**config.mk**
```make
export PLATFORM = sky130hd
export DESIGN_NAME = ppg_timer
export DESIGN_NICKNAME = d
export VERILOG_FILES = /design/src/rtl/ppg_pkg.sv /design/src/rtl/ppg_counter.sv /design/src/rtl/ppg_match.sv /design/src/rtl/ppg_outff.sv /design/src/rtl/ppg_timer.sv
export SDC_FILE = /design/constraint.sdc
export NUM_CORES = 1
export LEC_CHECK = 0
export ABC_CLOCK_PERIOD_IN_PS = 5480
export BUFFER_PORTS_ARGS = -buffer_cell sky130_fd_sc_hd__buf_2
export CORE_AREA = 2 2 99 53
export CTS_CLUSTER_SIZE = 14
export DETAILED_ROUTE_END_ITERATION = 16
export DIE_AREA = 0 0 101 55
export GPL_TIMING_DRIVEN = 0
export PLACE_DENSITY = 0.75
export REMOVE_ABC_BUFFERS = 1
export SYNTH_ARGS = -nofsm -noshare
export SYNTH_HDL_FRONTEND = slang
export SYNTH_SLANG_ARGS = --single-unit
```
**constraint.sdc**
```tcl
create_clock -name clk -period 5.48 [get_ports clk]
set_input_delay 0.274 -clock clk [delete_from_list [all_inputs] [get_ports clk]]
set_output_delay 0.274 -clock clk [all_outputs]
set_load 0.005 [all_outputs]
```
**src/rtl/ppg_pkg.sv**
```systemverilog
package ppg_pkg;
    localparam int unsigned PPG_W = 16;

    typedef logic [PPG_W-1:0] cnt_t;

    typedef struct packed {
        cnt_t period;
        cnt_t width;
    } cmp_pair_t;

    typedef enum logic [1:0] {
        FF_HOLD   = 2'd0,
        FF_TOGGLE = 2'd1,
        FF_SET    = 2'd2,
        FF_CLR    = 2'd3
    } ff_act_t;

    function automatic ff_act_t pick_action(input logic clr, input logic set,
                                            input logic run, input logic hit);
        if (clr)             return FF_CLR;
        else if (set)        return FF_SET;
        else if (run && hit) return FF_TOGGLE;
        else                 return FF_HOLD;
    endfunction

    function automatic logic apply_action(input ff_act_t act, input logic cur);
        case (act)
            FF_CLR:    return 1'b0;
            FF_SET:    return 1'b1;
            FF_TOGGLE: return ~cur;
            default:   return cur;
        endcase
    endfunction
endpackage

```
**src/rtl/ppg_counter.sv**
```systemverilog
module ppg_counter
    import ppg_pkg::*;
(
    input  logic      clk,
    input  logic      rst,
    input  logic      run,
    input  cmp_pair_t cmp_in,
    output cnt_t      count,
    output cmp_pair_t active
);
    logic at_end;
    logic reload;

    assign at_end = (count == active.period);
    assign reload = !run || at_end;

    always_ff @(posedge clk) begin
        if (rst) begin
            count  <= '0;
            active <= '0;
        end else begin
            if (!run || at_end) count <= '0;
            else                count <= count + 1'b1;
            if (reload) active <= cmp_in;
        end
    end

    p_idle_zero_r1: assert property (@(posedge clk) disable iff (rst)
        !run |=> (count == '0));

    p_wrap_r2: assert property (@(posedge clk) disable iff (rst)
        (run && count == active.period) |=> (count == '0));

    p_bound_r2: assert property (@(posedge clk) disable iff (rst)
        run |-> (count <= active.period));

    p_shadow_hold_r8: assert property (@(posedge clk) disable iff (rst)
        (run && count != active.period) |=> $stable(active));
endmodule

```
**src/rtl/ppg_match.sv**
```systemverilog
module ppg_match
    import ppg_pkg::*;
(
    input  cnt_t      count,
    input  cmp_pair_t active,
    output logic      hit
);
    logic [1:0] eq;

    always_comb begin
        eq[0] = (count == active.width);
        eq[1] = (count == active.period);
        hit   = |eq;
    end
endmodule

```
**src/rtl/ppg_outff.sv**
```systemverilog
module ppg_outff
    import ppg_pkg::*;
(
    input  logic clk,
    input  logic rst,
    input  logic run,
    input  logic hit,
    input  logic lvl_set,
    input  logic lvl_clr,
    output logic level
);
    ff_act_t act;

    always_comb act = pick_action(lvl_clr, lvl_set, run, hit);

    always_ff @(posedge clk) begin
        if (rst) level <= 1'b0;
        else     level <= apply_action(act, level);
    end

    p_clr_wins_r6: assert property (@(posedge clk) disable iff (rst)
        lvl_clr |=> !level);

    p_set_r6: assert property (@(posedge clk) disable iff (rst)
        (lvl_set && !lvl_clr) |=> level);

    p_toggle_r3: assert property (@(posedge clk) disable iff (rst)
        (run && hit && !lvl_set && !lvl_clr) |=> (level != $past(level)));

    p_idle_keep_r7: assert property (@(posedge clk) disable iff (rst)
        (!run && !lvl_set && !lvl_clr) |=> $stable(level));
endmodule

```
**src/rtl/ppg_timer.sv**
```systemverilog
module ppg_timer
    import ppg_pkg::*;
(
    input  logic             clk,
    input  logic             rst,
    input  logic             run,
    input  logic [PPG_W-1:0] period_cmp,
    input  logic [PPG_W-1:0] width_cmp,
    input  logic             out_en,
    input  logic             lvl_set,
    input  logic             lvl_clr,
    output logic             pulse_o
);
    cmp_pair_t cmp_in;
    cmp_pair_t active;
    cnt_t      count;
    logic      hit;
    logic      level;

    assign cmp_in.period = period_cmp;
    assign cmp_in.width  = width_cmp;

    ppg_counter u_cnt (
        .clk    (clk),
        .rst    (rst),
        .run    (run),
        .cmp_in (cmp_in),
        .count  (count),
        .active (active)
    );

    ppg_match u_match (
        .count  (count),
        .active (active),
        .hit    (hit)
    );

    ppg_outff u_ff (
        .clk     (clk),
        .rst     (rst),
        .run     (run),
        .hit     (hit),
        .lvl_set (lvl_set),
        .lvl_clr (lvl_clr),
        .level   (level)
    );

    assign pulse_o = out_en & level;

    p_reset_low_r9: assert property (@(posedge clk) rst |=> !level);
endmodule

```
# [Word level (Yosys, flattened, before mapping)]
# Cells that the tools add are included.
[op_classes] muxes=4 eq_ne=5 n_reduce_logical=6 n_bitwise=2 add_sub_neg=1
[op_table] operator="$eq 16x16->1" n=2
[op_table] operator="$add 16x1->16 const B" n=1
[op_table] operator="$eq 2x2->1 const B" n=2
[op_table] operator="$mux 2" n=2
[op_table] operator="$reduce_or 2->1" n=2
[op_table] operator="$pmux 1 s3" n=1
[op_table] operator="$reduce_bool 3->1" n=1
[op_table] operator="$eq 2x1->1 const B" n=1
[op_table] operator="$and 1x1->1" n=1
[op_table] operator="$logic_and 1x1->1" n=1
[op_table] operator="$logic_not 1->1" n=1
[op_table] operator="$logic_or 1x1->1" n=1
[op_table] operator="$mux 1" n=1
[op_table] operator="$not 1->1" n=1
[totals] register_bits=49 inputBits=38 wordCells=22 out_inout_bits=1

# [Depth between registers and ports, before layout]
# Gate-level depths: netlist of run 1.
[depth] depth_word=8 depth_mapped=8 depth_no_buf=6

# [Hierarchy]
# Synthesis of run 1 repeated with hierarchy kept, for this count alone.
[unflattened] cells_unflattened=297 hier_area_um2=2796.4
[by_module_without_submodules] mod="ppg_counter" area_each_um2=2326.0 instances=1 seq_area_each_um2=960.9 cells_per_inst=239
[by_module_without_submodules] mod="ppg_match" area_each_um2=352.8 instances=1 seq_area_each_um2=0.0 cells_per_inst=43
[by_module_without_submodules] mod="ppg_outff" area_each_um2=111.4 instances=1 seq_area_each_um2=20.0 cells_per_inst=14
[by_module_without_submodules] mod="ppg_timer" area_each_um2=6.3 instances=1 seq_area_each_um2=0.0 cells_per_inst=1

# [Worst setup path before layout of run 1]
# OpenSTA, ideal clock, no wires.
[synth_timing] path_kind="register to register" start="reg u_cnt.count[1]" end="reg u_cnt.count[8]" synth_period_minus_slack_ns=1.850 path_buffers=2 path_slack_ns=3.630 arrival_ns=1.731 path_stages_with_launch=8 t_required_ns=5.361 path_cell_list="dfxtp_1 -> xnor2_1 -> nand4_2 -> o41ai_4 -> or2_1 -> buf_6 -> buf_12 -> nor2_4"
[synth_via] elab_chain_len=3
[synth_rtl] element="start, declared" line_no="ppg_counter.sv:8" text="output cnt_t count,"
[synth_rtl] element="start signal, assigned" line_no="ppg_counter.sv:23" text="else count <= count + 1'b1;"
[synth_rtl] element="parallel branches: the longest is 3 deep, another holds $add 16x1->16"
# Several ways; the timed one is not identified.
# A chain may end at the register's enable or synchronous reset.

# [Worst setup path in the final report of run 1]
[layout_timing] start="reg u_cnt.count[2]" end="reg u_cnt.count[4]"
# The elaborated chain is that of the path after synthesis.

==> flow_summary_export.csv, run 1 <==
group,metric,value,unit
place,buffer_ports.inserted,38,
timing,timing.final.hold_violations,0,
route,drt_pass_1_iters,5,
route,wl,4250,um
synth,synth_cell_types,27,
cells_and_area,final_cells,328,
timing,slew_viol_final,0,
global_routing,number_of_antenna_violations_at_the_first_check_in_global_routing,0,
worst_setup_path,worst_setup_path_start_kind,"register",
place,area_of_placed_instances,2540,sq um
timing,fmax,333,MHz
worst_setup_path,worstSetupEndpointType,"register",
global_routing,globalRouteOverflowTotal,0,
clock_tree,post_cts.repair.setup_buffers,0,
cells_and_area,finalInstanceArea,2650,sq um
power_and_ir_drop,vdd_drop_max,0.159,mV
worst_setup_path,worst-r2r-cell-count,6,
status,outcome,"finished clean",
clock_tree,clock_latency,0.31,ns
timing,finalCriticalPeriod,3.00,ns
synth,synthesis.area,2370,sq um
synth,syn_inst,234,
global_routing,wire_length_of_the_first_global_routing_pass,6710,um
timing,worst-slew-pin-transition,1.07,ns
job,max_cap_violations,0,
global_routing,gr-usage-met3,4.65,%
cells_and_area,layout-drive-gt1-share,24.3,%
synth,synth_enable_flop_cells,0,
cells_and_area,n_antenna_cell,0,
clock_tree,cts_resized,0,
clock_tree,cts_hold_buffers,0,
timing,totalNegativeSetupSlack,0,ns
synth,synthTopCellsByCount,"dfxtp_1, nor2_1, xnor2_1",
floorplan,std_cell_rows,18,
route,initialDrtViolationCount,48,
cells_and_area,nets,306,
global_routing,grt.busiest_layer,"met1",
worst_setup_path,path_max_fanout,16,
timing,clock-skew-final,0.00663,ns
global_routing,first_global_vias,1333,
floorplan,die-height,55,um
hold_path,startpoint_of_the_tightest_hold_check_path,"width_cmp[12]",
synth,post-synth-top-area-fraction,41.4,%
clock_tree,clk_path_buf_depth,2,
clock_tree,cts_made_buffers,5,
route,drc_errors,0,
place,hpwlAfterDp,3240,um
floorplan,floorplan.die_area,5560,sq um
synth,seq_area_frac_synth,41.4,%
global_routing,grt_usage,16.6,%
global_routing,met1_usage,26.0,%
place,dpl.cell_count,320,
floorplan,starting_density,50.2,%
worst_setup_path,worst_r2r_startpoint,"u_cnt.count[2]",
timing,max_slew_margin,28.9,%
clock_tree,tritoncts,"yes",
clock_tree,cts_num_sinks,49,
synth,syn_area_per_cell,10.1,sq um
clock_tree,clock_tree.root_cell,"clkbuf_8",
hold_path,min_delay_worst_endpoint,"u_cnt.active[12]",
worst_setup_path,timing.reg2reg.setup_slack,2.48,ns
global_routing,global_route.usage.met2,20.3,%
floorplan,fp.coreArea,4730,sq um
floorplan,io-pin-count,39,
worst_setup_path,critPathKind,"reg2reg",
clock_tree,h-tree-depth,2,
cells_and_area,final_util,55.9,%
worst_setup_path,r2r-end,"u_cnt.count[4]",
synth,post-synth-top-area-cell,"dfxtp_1",
hold_path,min_path_type,"in2reg",
route,via_count,1571,
route,detail_route.wl_per_cell,13.0,um
synth,ys_ff_latch,49,
synth,most_frequent_cell_after_synthesis,"dfxtp_1",
synth,synth_ff_type,"dfxtp_1",
worst_setup_path,cp_data_required_time,5.63,ns
cells_and_area,layout-area-overhead-vs-synth,11.5,%
timing,report.final.setup_viol,0,
route,antenna_left,0,
power_and_ir_drop,power-per-cell-area,271,nW/um^2
synth,synth_async_sr_flop_share,0,%
hold_path,min_delay_path_depth,3,
clock_tree,clk_pin_slew_worst_paths,0.09,ns
floorplan,die_w,101,um
synth,yosys-top-cells-area,"dfxtp_1, mux2i_1, xnor2_1",
timing,min_period_over_period,54.7,%
place,gpl.final_weighted_congestion,0.840,
synth,ys.warnings.count,0,
power_and_ir_drop,p_leak,1.05,nW
route,drt-vias-per-instance,4.79,
global_routing,grt_max_degree,35,
timing,setup_repair_after_global_routing_missed_its_margin,"false",
worst_setup_path,cp_data_arrival_time,3.15,ns
[stage by stage]
| step | power [mW] | hold slack, ns | setup WS [ns] |
|---|---|---|---|
| floorplan | 0.459 | 0.346 | 1.95 |
| global placement | 0.489 | 0.497 | 1.22 |
| detailed placement | 0.493 | 0.508 | 2.45 |
| CTS | 0.725 | 0.188 | 2.44 |
| global route | 0.751 | 0.198 | 2.30 |
| finish | 0.717 | 0.198 | 2.48 |
[power breakdown]
part	switching, mW	internal, mW
Sequential	0.0146	0.373
Combinational	0.0462	0.0493
Clock	0.119	0.114
[kinds of logic (layout without fill, tap and decap cells)]
| family | Yosys count | count (layout) | share of synthesized area (%) |
|---|---|---|---|
| AOI/OAI and AO/OA | 2 | 2 | 1.37 |
| buffers and inverters | 18 | 52 | 5.85 |
| and+or+nand+nor | 86 | 86 | 19.1 |
| xor gates and xnor gates | 46 | 46 | 18.2 |
| adders and majority gates | 1 | 1 | 0.527 |
| muxes | 32 | 32 | 13.5 |
| DFF | 49 | 49 | 41.4 |
[layout make-up]
type	instances	area, sq um
Fill cell	426	2080
Multi-Input combinational cell	167	1250
Sequential cell	49	981
Timing Repair Buffer	41	224
Clock buffer	7	96.3
Tap cell	60	75.1
Inverter	3	11.3
Clock inverter	1	5.00
[metal layers]
metal / vias to the layer above / share of wire (%)
li1: 840 / -
met1: 690 / 59
met2: 36 / 34
met3: 5 / 4.7
met4: 0 / 1.4
met5: - / 0
[critical path, cell delays in order, from the launching register on]
cell and delay, ns:
dfxtp_1 0.52, xnor2_2 0.15, nand4_1 0.19, o41ai_4 0.74, buf_6 0.27, or2_1 0.84
nor2_1 0.13
[layout by cell type, fill, tap and decap left out]
master,synthesis,routed
or4_1,1,1
nand4_2,1,1
mux2i_1,32,32
clkbuf_8,0,7
ha_1,1,1
nor3_1,3,3
xnor2_1,33,33
buf_6,7,3
or2_1,1,1
nor2_4,8,8
nor2_1,42,42
nor2_2,2,2
xor2_1,9,9
buf_2,2,38
and3_1,3,3
nand2_1,5,5
clkinv_2,0,1
dfxtp_1,49,49
inv_1,3,3
xnor2_2,4,4
nor4_1,3,3
nand3_1,8,8
o41ai_4,1,1
and2_1,1,1
nand4_1,8,8
o21ai_0,1,1
[worst max-delay path by stage]
stage	to	cells past startpoint	slack, ns	startpoint
after floorplan	u_cnt.count[15]	5	1.95	u_cnt.count[2]
after global placement	u_cnt.count[4]	5	1.22	u_cnt.count[2]
after detailed placement	u_cnt.count[4]	6	2.45	u_cnt.count[2]
after CTS	u_cnt.count[4]	6	2.44	u_cnt.count[2]
after global routing	u_cnt.count[4]	6	2.30	u_cnt.count[2]
final	u_cnt.count[4]	6	2.48	u_cnt.count[2]
[flip-flops by register name (all words and copies together), names as in the netlist]
name and cells:
u_cnt.active 32, u_cnt.count 16, u_ff.level 1
No activity file was read; power rests on OpenSTA's default activity.
==> inputs of run 2 (changes only) <==
--- a/config.mk
+++ b/config.mk
@@ -5,12 +5,12 @@
 export SDC_FILE = /design/constraint.sdc
 export NUM_CORES = 1
 export LEC_CHECK = 0
-export ABC_CLOCK_PERIOD_IN_PS = 5480
+export ABC_CLOCK_PERIOD_IN_PS = 2500
 export BUFFER_PORTS_ARGS = -buffer_cell sky130_fd_sc_hd__buf_2
-export CORE_AREA = 2 2 99 53
+export CORE_AREA = 2 2 101 54
 export CTS_CLUSTER_SIZE = 14
 export DETAILED_ROUTE_END_ITERATION = 16
-export DIE_AREA = 0 0 101 55
+export DIE_AREA = 0 0 103 56
 export GPL_TIMING_DRIVEN = 0
 export PLACE_DENSITY = 0.75
 export REMOVE_ABC_BUFFERS = 1
==> constraint.sdc (replaced) <==
create_clock -name clk -period 2.5 [get_ports clk]
set_input_delay 0.125 -clock clk [delete_from_list [all_inputs] [get_ports clk]]
set_output_delay 0.125 -clock clk [all_outputs]
set_load 0.005 [all_outputs]
==> run 2 against run 1 <==
Compared with the run above: non-clock buffer count rose by 1; worst hold slack got worse by 0.14 ns; utilization fell by 1.1 points; first-iteration DRC count fell by 35%; final cell count rose by 2.7%.
==> flow_summary_export.csv, run 2 (synthesized netlist as in run 1, its figures left out) <==
group,metric,value,unit
status,outcome,"finished clean",
worst_setup_path,path_max_fanout,16,
cells_and_area,most-common-layout-cells,"dfxtp_1, nor2_1, buf_2",
power_and_ir_drop,fin_total_pwr,1.49,mW
power_and_ir_drop,netSwitchingFraction,25.2,%
cells_and_area,final_util,54.8,%
global_routing,wire_length_of_the_first_global_routing_pass,7260,um
global_routing,number_of_antenna_violations_at_the_first_check_in_global_routing,0,
power_and_ir_drop,p_leak,1.04,nW
cells_and_area,n_antenna_cell,0,
route,wl,4190,um
worst_setup_path,worst_setup_path_start_kind,"register",
worst_setup_path,worstSetupEndpointType,"register",
floorplan,std_cell_rows,18,
worst_setup_path,timing.reg2reg.setup_slack,0.37,ns
cells_and_area,largest_reg_flops,32,
cells_and_area,layout-area-overhead-vs-synth,11.3,%
power_and_ir_drop,seq_power_share,57.0,%
job,max_cap_violations,0,
timing,timing.final.hold_violations,0,
worst_setup_path,critPathKind,"reg2reg",
cells_and_area,final_common_cell,"dfxtp_1",
clock_tree,tritoncts,"yes",
clock_tree,clock_tree.root_cell,"clkbuf_8",
global_routing,grt_usage,15.9,%
route,drt-vias-per-instance,4.80,
global_routing,first_global_vias,1605,
place,minimum_setup_slack_after_placement,-0.557,ns
timing,report.final.setup_viol,0,
worst_setup_path,cp_data_arrival_time,2.30,ns
clock_tree,h-tree-depth,2,
cells_and_area,finalInstanceArea,2640,sq um
timing,min_period_over_period,85.4,%
floorplan,fp.coreArea,4820,sq um
hold_path,min_path_type,"in2reg",
place,buffer_ports.inserted,38,
timing,fmax,468,MHz
clock_tree,cts_num_sinks,49,
worst_setup_path,critPathLaunch,"u_cnt.count[0]",
floorplan,die-height,56,um
power_and_ir_drop,p_switching,0.375,mW
power_and_ir_drop,internal-power,1.11,mW
route,drc_errors,0,
floorplan,die_w,103,um
cells_and_area,top_register,"u_cnt.active",
timing,max_slew_margin,50.7,%
clock_tree,cts_hold_buffers,0,
power_and_ir_drop,vdd_drop_max,0.222,mV
global_routing,globalRouteOverflowTotal,0,
place,hpwlAfterDp,3210,um
route,detail_route.wl_per_cell,12.4,um
route,initialDrtViolationCount,31,
global_routing,grt_max_degree,35,
clock_tree,cts_made_buffers,5,
route,antenna_left,0,
floorplan,starting_density,49.2,%
power_and_ir_drop,clock_power_share,28.6,%
worst_setup_path,r2r-end,"u_cnt.count[15]",
route,drt_pass_1_iters,4,
power_and_ir_drop,combinationalPowerShare,14.3,%
cells_and_area,reg.largest.list,"u_cnt.active (32), u_cnt.count (16), u_ff.level (1)",
cells_and_area,layout-drive-gt1-share,24.3,%
timing,finalCriticalPeriod,2.13,ns
clock_tree,clk_path_buf_depth,2,
worst_setup_path,cp_data_required_time,2.66,ns
cells_and_area,fillers,422,
power_and_ir_drop,power-per-cell-area,564,nW/um^2
floorplan,io-pin-count,39,
place,gpl.final_weighted_congestion,0.817,
clock_tree,clock_latency,0.30,ns
worst_setup_path,worst_r2r_startpoint,"u_cnt.count[0]",
timing,setup_repair_after_global_routing_missed_its_margin,"false",
place,area_of_placed_instances,2550,sq um
timing,slew_viol_final,0,
hold_path,startpoint_of_the_tightest_hold_check_path,"width_cmp[4]",
timing,clock-skew-final,0.0100,ns
timing,final_critical_path_setup_slack,0.365,ns
worst_setup_path,critPathCapture,"u_cnt.count[15]",
cells_and_area,nets,307,
floorplan,floorplan.die_area,5770,sq um
worst_setup_path,worst-r2r-cell-count,5,
clock_tree,clk_pin_slew_worst_paths,0.09,ns
route,via_count,1616,
timing,worst-slew-pin-transition,0.733,ns
[run 2: through the flow]
stage | hold WS, ns | setup TNS, ns | instances
after global placement | 0.361 | -54.61 | 327
after floorplan | 0.197 | -28.85 | 219
after detailed placement | 0.366 | -7.81 | 329
after global routing | 0.0577 | 0 | 337
final | 0.0576 | 0 | 337
after CTS | 0.0552 | 0 | 337
[run 2: worst min path at each step]
stage	end	cells past startpoint
floorplan	u_cnt.active[0]	1
global placement	u_cnt.active[21]	3
detailed placement	u_cnt.active[16]	3
CTS	u_cnt.active[16]	3
global route	u_cnt.active[4]	3
finish	u_cnt.active[4]	3
[run 2: final cells by class]
class | instances | area, sq um | share of cell area, %
clock buffer | 5 | 68.8 | 2.61
inverter | 3 | 11.3 | 0.426
multi-input combinational | 167 | 1250 | 47.4
timing repair buffer | 42 | 235 | 8.91
tap | 70 | 87.6 | 3.32
clock inverter | 1 | 5.00 | 0.189
sequential | 49 | 981 | 37.1
[run 2: worst max-delay path, stage by stage, from the launching register on]
cell	delay, ns
dfxtp_1	0.50
xnor2_1	0.16
nand4_1	0.22
o41ai_4	0.43
or2_2	0.57
nor2_1	0.11
[run 2: timing repair]
item	CTS	global route
endpoints found under the setup margin	28	0
setup buffers	2	0
gates resized for setup	1	0
[run 2: layer usage]
metal	global-route usage, %	wire, um	part of all wire [%]
met3	4.15	185	4.4
met4	5.26	52	1.2
met5	0	0	0
met1	20.8	2080	50
met2	25.6	1870	45
[run 2: power groups by stage]
stage | Clock (mW) | Sequential [mW] | Combinational [mW]
6_report | 0.426 | 0.849 | 0.214
5_1_grt | 0.476 | 0.854 | 0.236
4_1_cts | 0.437 | 0.849 | 0.216
3_5_place_dp | 0 | 0.868 | 0.211
3_3_place_gp | 0 | 0.866 | 0.201
2_1_floorplan | 0 | 0.860 | 0.145
